`src/rtl/risc_dslot_pipe.sv`:
```
module risc_dslot_pipe #(
  parameter int DW  = 16,
  parameter int IAW = 6,
  parameter int DAW = 6
) (
  input  logic           clk,
  input  logic           rst_n,
  input  logic           init_we,
  input  logic           init_dmem,
  input  logic [IAW-1:0] init_addr,
  input  logic [DW-1:0]  init_data,
  input  logic [2:0]     dbg_reg,
  output logic [DW-1:0]  dbg_reg_data,
  input  logic [DAW-1:0] dbg_mem_addr,
  output logic [DW-1:0]  dbg_mem_data,
  output logic           halted
);

  localparam int IDEPTH = 1 << IAW;
  localparam int DDEPTH = 1 << DAW;

  localparam logic [3:0] OP_ADD  = 4'd1;
  localparam logic [3:0] OP_SUB  = 4'd2;
  localparam logic [3:0] OP_AND  = 4'd3;
  localparam logic [3:0] OP_OR   = 4'd4;
  localparam logic [3:0] OP_ADDI = 4'd5;
  localparam logic [3:0] OP_LOAD = 4'd6;
  localparam logic [3:0] OP_STOR = 4'd7;
  localparam logic [3:0] OP_JMP  = 4'd8;
  localparam logic [3:0] OP_BEQ  = 4'd9;
  localparam logic [3:0] OP_HALT = 4'd15;

  logic [15:0]   imem [IDEPTH];
  logic [DW-1:0] dmem [DDEPTH];
  logic [DW-1:0] regs [8];
  logic [7:0]    lock;

  logic [IAW-1:0] pc, f_pc;
  logic [15:0]    f_ir;
  logic           f_v, stop;

  logic           e2_v;
  logic [3:0]     e2_op;
  logic [2:0]     e2_rd;
  logic [DW-1:0]  e2_a, e2_b, e2_sd, e2_res;
  logic           e2_wr;

  logic           d1_v, d1_ld;
  logic [2:0]     d1_rd;
  logic [DAW-1:0] d1_addr;
  logic [DW-1:0]  d1_sd;

  logic           d2_v;
  logic [2:0]     d2_rd;
  logic [DW-1:0]  d2_data;

  // read stage decode
  wire [3:0] f_op = f_ir[15:12];
  wire [2:0] f_rd = f_ir[11:9];
  wire [2:0] f_rs = f_ir[8:6];
  wire [2:0] f_rt = f_ir[5:3];
  wire [DW-1:0] f_imm = {{(DW-6){f_ir[5]}}, f_ir[5:0]};

  wire is_rr    = f_op inside {OP_ADD, OP_SUB, OP_AND, OP_OR};
  wire use_rs   = is_rr | (f_op inside {OP_ADDI, OP_LOAD, OP_STOR, OP_BEQ});
  wire use_rdsrc = f_op inside {OP_STOR, OP_BEQ};
  wire wr_rd    = is_rr | (f_op inside {OP_ADDI, OP_LOAD});
  wire to_e2    = is_rr | (f_op inside {OP_ADDI, OP_LOAD, OP_STOR});

  // operand read with bypass from both write ports
  wire [DW-1:0] v_rs = (f_rs == 3'd0) ? '0 : (e2_wr && e2_rd == f_rs) ? e2_res :
                       (d2_v && d2_rd == f_rs) ? d2_data : regs[f_rs];
  wire [DW-1:0] v_rt = (f_rt == 3'd0) ? '0 : (e2_wr && e2_rd == f_rt) ? e2_res :
                       (d2_v && d2_rd == f_rt) ? d2_data : regs[f_rt];
  wire [DW-1:0] v_rd = (f_rd == 3'd0) ? '0 : (e2_wr && e2_rd == f_rd) ? e2_res :
                       (d2_v && d2_rd == f_rd) ? d2_data : regs[f_rd];

  // scoreboard
  wire [7:0] lk_clr = d2_v ? (8'd1 << d2_rd) : 8'd0;
  wire [7:0] lk_eff = lock & ~lk_clr;
  wire stall = f_v & ((use_rs & lk_eff[f_rs]) | (is_rr & lk_eff[f_rt]) |
                      ((use_rdsrc | wr_rd) & lk_eff[f_rd]));
  wire issue = f_v & ~stall;
  wire [7:0] lk_set = (issue && f_op == OP_LOAD && f_rd != 3'd0) ? (8'd1 << f_rd) : 8'd0;

  wire taken    = issue & ((f_op == OP_JMP) | (f_op == OP_BEQ && v_rd == v_rs));
  wire [IAW-1:0] target = (f_op == OP_JMP) ? f_ir[IAW-1:0] : f_pc + f_imm[IAW-1:0];
  wire halt_now = issue & (f_op == OP_HALT);

  always_ff @(posedge clk)
    if (init_we && !init_dmem) imem[init_addr] <= init_data[15:0];

  // fetch: the slot after a branch is already in flight when the target loads
  always_ff @(posedge clk) begin
    if (!rst_n) begin
      pc <= '0; f_pc <= '0; f_ir <= '0; f_v <= 1'b0; stop <= 1'b0;
    end else if (halt_now) begin
      stop <= 1'b1; f_v <= 1'b0;
    end else if (!stall && !stop) begin
      f_ir <= imem[pc];
      f_pc <= pc;
      f_v  <= 1'b1;
      pc   <= taken ? target : pc + 1'b1;
    end
  end

  always_ff @(posedge clk) begin
    if (!rst_n) e2_v <= 1'b0;
    else        e2_v <= issue & to_e2;
    e2_op <= f_op;
    e2_rd <= f_rd;
    e2_a  <= v_rs;
    e2_b  <= is_rr ? v_rt : f_imm;
    e2_sd <= v_rd;
  end

  always_comb
    case (e2_op)
      OP_SUB:  e2_res = e2_a - e2_b;
      OP_AND:  e2_res = e2_a & e2_b;
      OP_OR:   e2_res = e2_a | e2_b;
      default: e2_res = e2_a + e2_b;
    endcase

  assign e2_wr = e2_v && e2_rd != 3'd0 && !(e2_op inside {OP_LOAD, OP_STOR});

  always_ff @(posedge clk) begin
    if (!rst_n) begin
      d1_v <= 1'b0; d2_v <= 1'b0;
    end else begin
      d1_v <= e2_v && (e2_op inside {OP_LOAD, OP_STOR});
      d2_v <= d1_v && d1_ld && d1_rd != 3'd0;
    end
    d1_ld   <= e2_op == OP_LOAD;
    d1_rd   <= e2_rd;
    d1_addr <= e2_res[DAW-1:0];
    d1_sd   <= e2_sd;
    d2_rd   <= d1_rd;
    d2_data <= dmem[d1_addr];
  end

  always_ff @(posedge clk)
    if (init_we && init_dmem) dmem[init_addr[DAW-1:0]] <= init_data;
    else if (d1_v && !d1_ld)  dmem[d1_addr] <= d1_sd;

  always_ff @(posedge clk) begin
    if (!rst_n) begin
      for (int i = 0; i < 8; i++) regs[i] <= '0;
      lock <= '0;
    end else begin
      if (d2_v)  regs[d2_rd] <= d2_data;
      if (e2_wr) regs[e2_rd] <= e2_res;
      lock <= (lock & ~lk_clr) | lk_set;
    end
  end

  assign halted       = stop & ~e2_v & ~d1_v & ~d2_v;
  assign dbg_reg_data = regs[dbg_reg];
  assign dbg_mem_data = dmem[dbg_mem_addr];

  p_r0_zero_r3: assert property (@(posedge clk) disable iff (!rst_n) regs[0] == '0);
  p_stall_needs_lock_r7: assert property (@(posedge clk) disable iff (!rst_n) stall |-> lock != 8'd0);
  p_stall_freeze_r7: assert property (@(posedge clk) disable iff (!rst_n)
    stall |=> (pc == $past(pc) && f_ir == $past(f_ir)));
  p_stall_bubble_r7: assert property (@(posedge clk) disable iff (!rst_n) stall |=> !e2_v);
  p_wb_was_locked_r6: assert property (@(posedge clk) disable iff (!rst_n) d2_v |-> lock[d2_rd]);
  p_single_writer_r10: assert property (@(posedge clk) disable iff (!rst_n)
    !(d2_v && e2_wr && d2_rd == e2_rd));
  p_halt_sticky_r9: assert property (@(posedge clk) disable iff (!rst_n) halted |=> halted);
  p_halt_frozen_r9: assert property (@(posedge clk) disable iff (!rst_n) halted |=> $stable(pc));

endmodule

```
`config.mk`:
```
export PLATFORM = sky130hd
export DESIGN_NAME = risc_dslot_pipe
export DESIGN_NICKNAME = d
export VERILOG_FILES = /design/src/rtl/risc_dslot_pipe.sv
export SDC_FILE = /design/constraint.sdc
export NUM_CORES = 2
export LEC_CHECK = 0
export BUFFER_PORTS_ARGS = -buffer_cell sky130_fd_sc_hd__buf_2
export CORE_ASPECT_RATIO = 1.1
export CORE_MARGIN = 4
export CORE_UTILIZATION = 35
export DETAILED_ROUTE_END_ITERATION = 6
export GPL_ROUTABILITY_DRIVEN = 0
export PLACE_DENSITY = 0.6
export SLEW_MARGIN = 20
export SYNTH_ARGS = -nofsm -noshare
export SYNTH_HDL_FRONTEND = slang
export SYNTH_SLANG_ARGS = --single-unit
```
`constraint.sdc`:
```
create_clock -name clk -period 7.9 [get_ports clk]
set_input_delay 2.37 -clock clk [delete_from_list [all_inputs] [get_ports clk]]
set_output_delay 2.37 -clock clk [all_outputs]
set_load 0.01 [all_outputs]
```
==> results.toml <==
[synthesis]
synthXorXnorAreaFrac_pct = 0.431
synth_area_leaders = "edfxtp_1 (63%), mux4_2 (25%), dfxtp_1 (2.7%)"
yosysTopAreaCell = "edfxtp_1"
synth-compound-area-share_pct = 2.48
synthCells = 5250
yosysMostFrequentCell = "edfxtp_1"
synthAdderAreaFrac_pct = 0.329
synth-seq-cells = 2317
ys_top_cells_by_count = "edfxtp_1 (2,176), mux4_2 (1,136), clkbuf_1 (269)"
synth_top_area_share_pct = 63.2
synthArstFlopShare_pct = 0
yosys.area_share.simple_pct = 3.77
muxShareOfSynthArea_pct = 25.4
syn_nets = 5311
synth_area_sq_um = 103000
synth.distinct_cells = 88
synth_seq_area_share_pct = 65.9
synth_flop_cell = "edfxtp_1"
synth_edf_count = 2176
synth_top_family_by_area = "multiplexers"
synth_warnings = 0
avgSynthCellArea_sq_um = 19.7

[timing]
finalCriticalPeriod_ns = 7.34
hold_ws_ns = 0.328
maxSlewViolCount = 0
clock_skew_ns = 0.131
post-route-period-util_pct = 92.9
maxSlewHeadroom_pct = 21.6
finalSetupViolCount = 0
max_freq_mhz = 136
hold_viol = 0
tns_ns = 0
tightest_slew_ns = 1.17
rsz0062_at_grt = "no"

[finish]
layout-drive-gt1-share_pct = 35.5
final_core_util_pct = 39.9
synthToLayoutAreaGrowth_pct = 13.7
fillCellCount = 26241
final_nets = 5447
final-seq-area_sq_um = 68200
stdcell_count = 9501
multi_input_area_sq_um = 34000

[worst_setup_path]
cp.arrival_ns = 4.97
crit_required_ns = 5.53
cpMaxStageDelayCell = "mux4_2"
cpMostUsedCell = "mux4_2"
worstSetupPathType = "in -> out"
critPathTopFamily = "multiplexers"
end_kind = "output port"
worstPathMaxFanout = 40
start_kind = "input port"
cp.buffers_inverters = 3
slowest_delay_ns = 0.61
crit_chain = "buf_8 -> buf_12 -> mux4_2 -> mux4_2 -> mux4_2 -> buf_2"

[power]
p_per_area_nw_per_um2 = 312
p_seq_share_pct = 39.6
power_switching_mw = 11.9
p_int_mw = 24.8
p_sw_share_pct = 32.5
vdd_drop_max_v = 0.000324
p_leak_nw = 36.1
p_clk_share_pct = 30.7
power_mw = 36.7
comb_power_share_pct = 29.6

[clock_network]
clk_latency_ns = 0.93
post_cts_resized = 0
cts_setup_buffers = 0
path_clk_slew_ns = 0.06
cts.sinks = 2317
postCtsHoldBufs = 0
cts_root_buffer = "clkbuf_16"
cts_tree = "yes"
htree_levels = 4
clk_path_buf_depth = 3
cts_made_buffers = 233

[placed_design]
portBuffers = 67
placedCellCount = 9052
dp_hpwl_microns = 184000

[min_path]
hold_path.class = "reg -> reg"

[drt]
wl_per_cell_microns = 31.8
dr_total_vias = 56529
drc = 0
drt_pass1_iterations = 6
drtIter0Drc = 6961
routed_wl_microns = 302000
viasPerCell = 5.95
final_antenna_net_count = 0

[floorplan]
rows = 209
die_w_microns = 526
fp.dieH_microns = 578
core_sq_um = 294000
initial_core_util_pct = 35.1
design.portCount = 68
design.die.area_sq_um = 304000

[global_routing]
grt_util_all_layers_pct = 19.6
gr-total-overflow = 0
grt_pass1_wl_microns = 431000
grt_max_degree = 129
grt_pass1_vias = 56908
antenna_found_initial = 21

[outcome]
status = "completed"

[job]
cap_violations = 0
[flip-flops by register name, summed over array words and instances, names as in the netlist, 8 cells and up]
| signal | cells |
|---|---|
| e2_a | 16 |
| regs | 128 |
| dmem | 1024 |
| lock | 8 |
| e2_b | 16 |
| d1_sd | 16 |
| d2_data | 16 |
| imem | 1024 |
| f_ir | 16 |
| e2_sd | 16 |
[cell type report]
type	instances	area share, %
flip-flops and latches	2317	58.0
multi-input cells	2494	28.9
clock buffers	291	5.29
well taps	3903	4.15
repair buffers	306	2.08
clock inverters	144	1.38
inverters	34	0.109
diodes	12	0.0255
[power groups by stage]
| stage | Combinational, mW | Sequential [mW] | Clock, mW |
|---|---|---|---|
| 3_5_place_dp | 10.9 | 14.8 | 0 |
| 4_1_cts | 10.9 | 14.6 | 11.5 |
| 5_1_grt | 11.4 | 14.6 | 12.0 |
| 6_report | 10.9 | 14.6 | 11.3 |
| 2_1_floorplan | 7.48 | 14.2 | 0 |
| 3_3_place_gp | 10.8 | 14.8 | 0 |
[cell families (layout without fill, tap and decap cells)]
group,Yosys count,after routing
flip-flops,2317,2317
other,0,12
multiplexers,1200,1200
AND/OR/NAND/NOR,811,811
buffers and inverters,439,775
XOR/XNOR,50,50
adder cells (fa/ha/maj),26,26
AO/OA/AOI/OAI,407,407
[routing by layer]
metal / vias to the layer above / wire length [microns] / track usage, %
li1: 22592 / - / -
met1: 30577 / 119000 / 26.6
met2: 2840 / 150000 / 32.6
met3: 516 / 24000 / 3.42
met4: 4 / 8740 / 5.48
met5: - / 27 / 0
[per-stage QoR]
step / worst slack [ns] / cell area (sq um)
4_1_cts: 0.546 / 117000
5_1_grt: 0.488 / 118000
3_5_place_dp: 0.560 / 110000
2_1_floorplan: 0.514 / 103000
6_report: 0.561 / 118000
3_3_place_gp: 0.570 / 110000
[path summary, 6_finish.rpt]
check	startpoint	slack [ns]	endpoint	depth (start not counted)
max reg2reg	e2_b[5]	1.73	pc[2]	15
min	e2_sd[11]	0.33	d1_sd[11]	0
max	dbg_mem_addr[0]	0.56	dbg_mem_data[4]	6
min reg2reg	e2_sd[11]	0.33	d1_sd[11]	0
[cell usage in the layout, fill, tap and decap left out, drive strengths merged, types with 9 or more instances in the layout]
| cell type | n |
|---|---|
| o211ai | 14 |
| nand3b | 15 |
| xnor2 | 31 |
| or3 | 9 |
| and3 | 12 |
| dfxtp | 141 |
| nand2b | 15 |
| nand3 | 185 |
| xor2 | 19 |
| a31oi | 14 |
| nor3 | 20 |
| buf | 306 |
| clkbuf | 291 |
| a21oi | 61 |
| ha | 24 |
| bufinv | 24 |
| nor4 | 15 |
| mux4 | 1136 |
| mux2i | 34 |
| mux2 | 30 |
| o22ai | 13 |
| and2 | 21 |
| a22oi | 9 |
| inv | 38 |
| a211oi | 15 |
| clkinv | 111 |
| nand2 | 222 |
| nor2b | 36 |
| o21ai | 177 |
| nor2 | 201 |
| edfxtp | 2176 |
| diode | 12 |
| nand4 | 17 |
| o2111ai | 18 |
No activity file was read; power rests on OpenSTA's default activity.
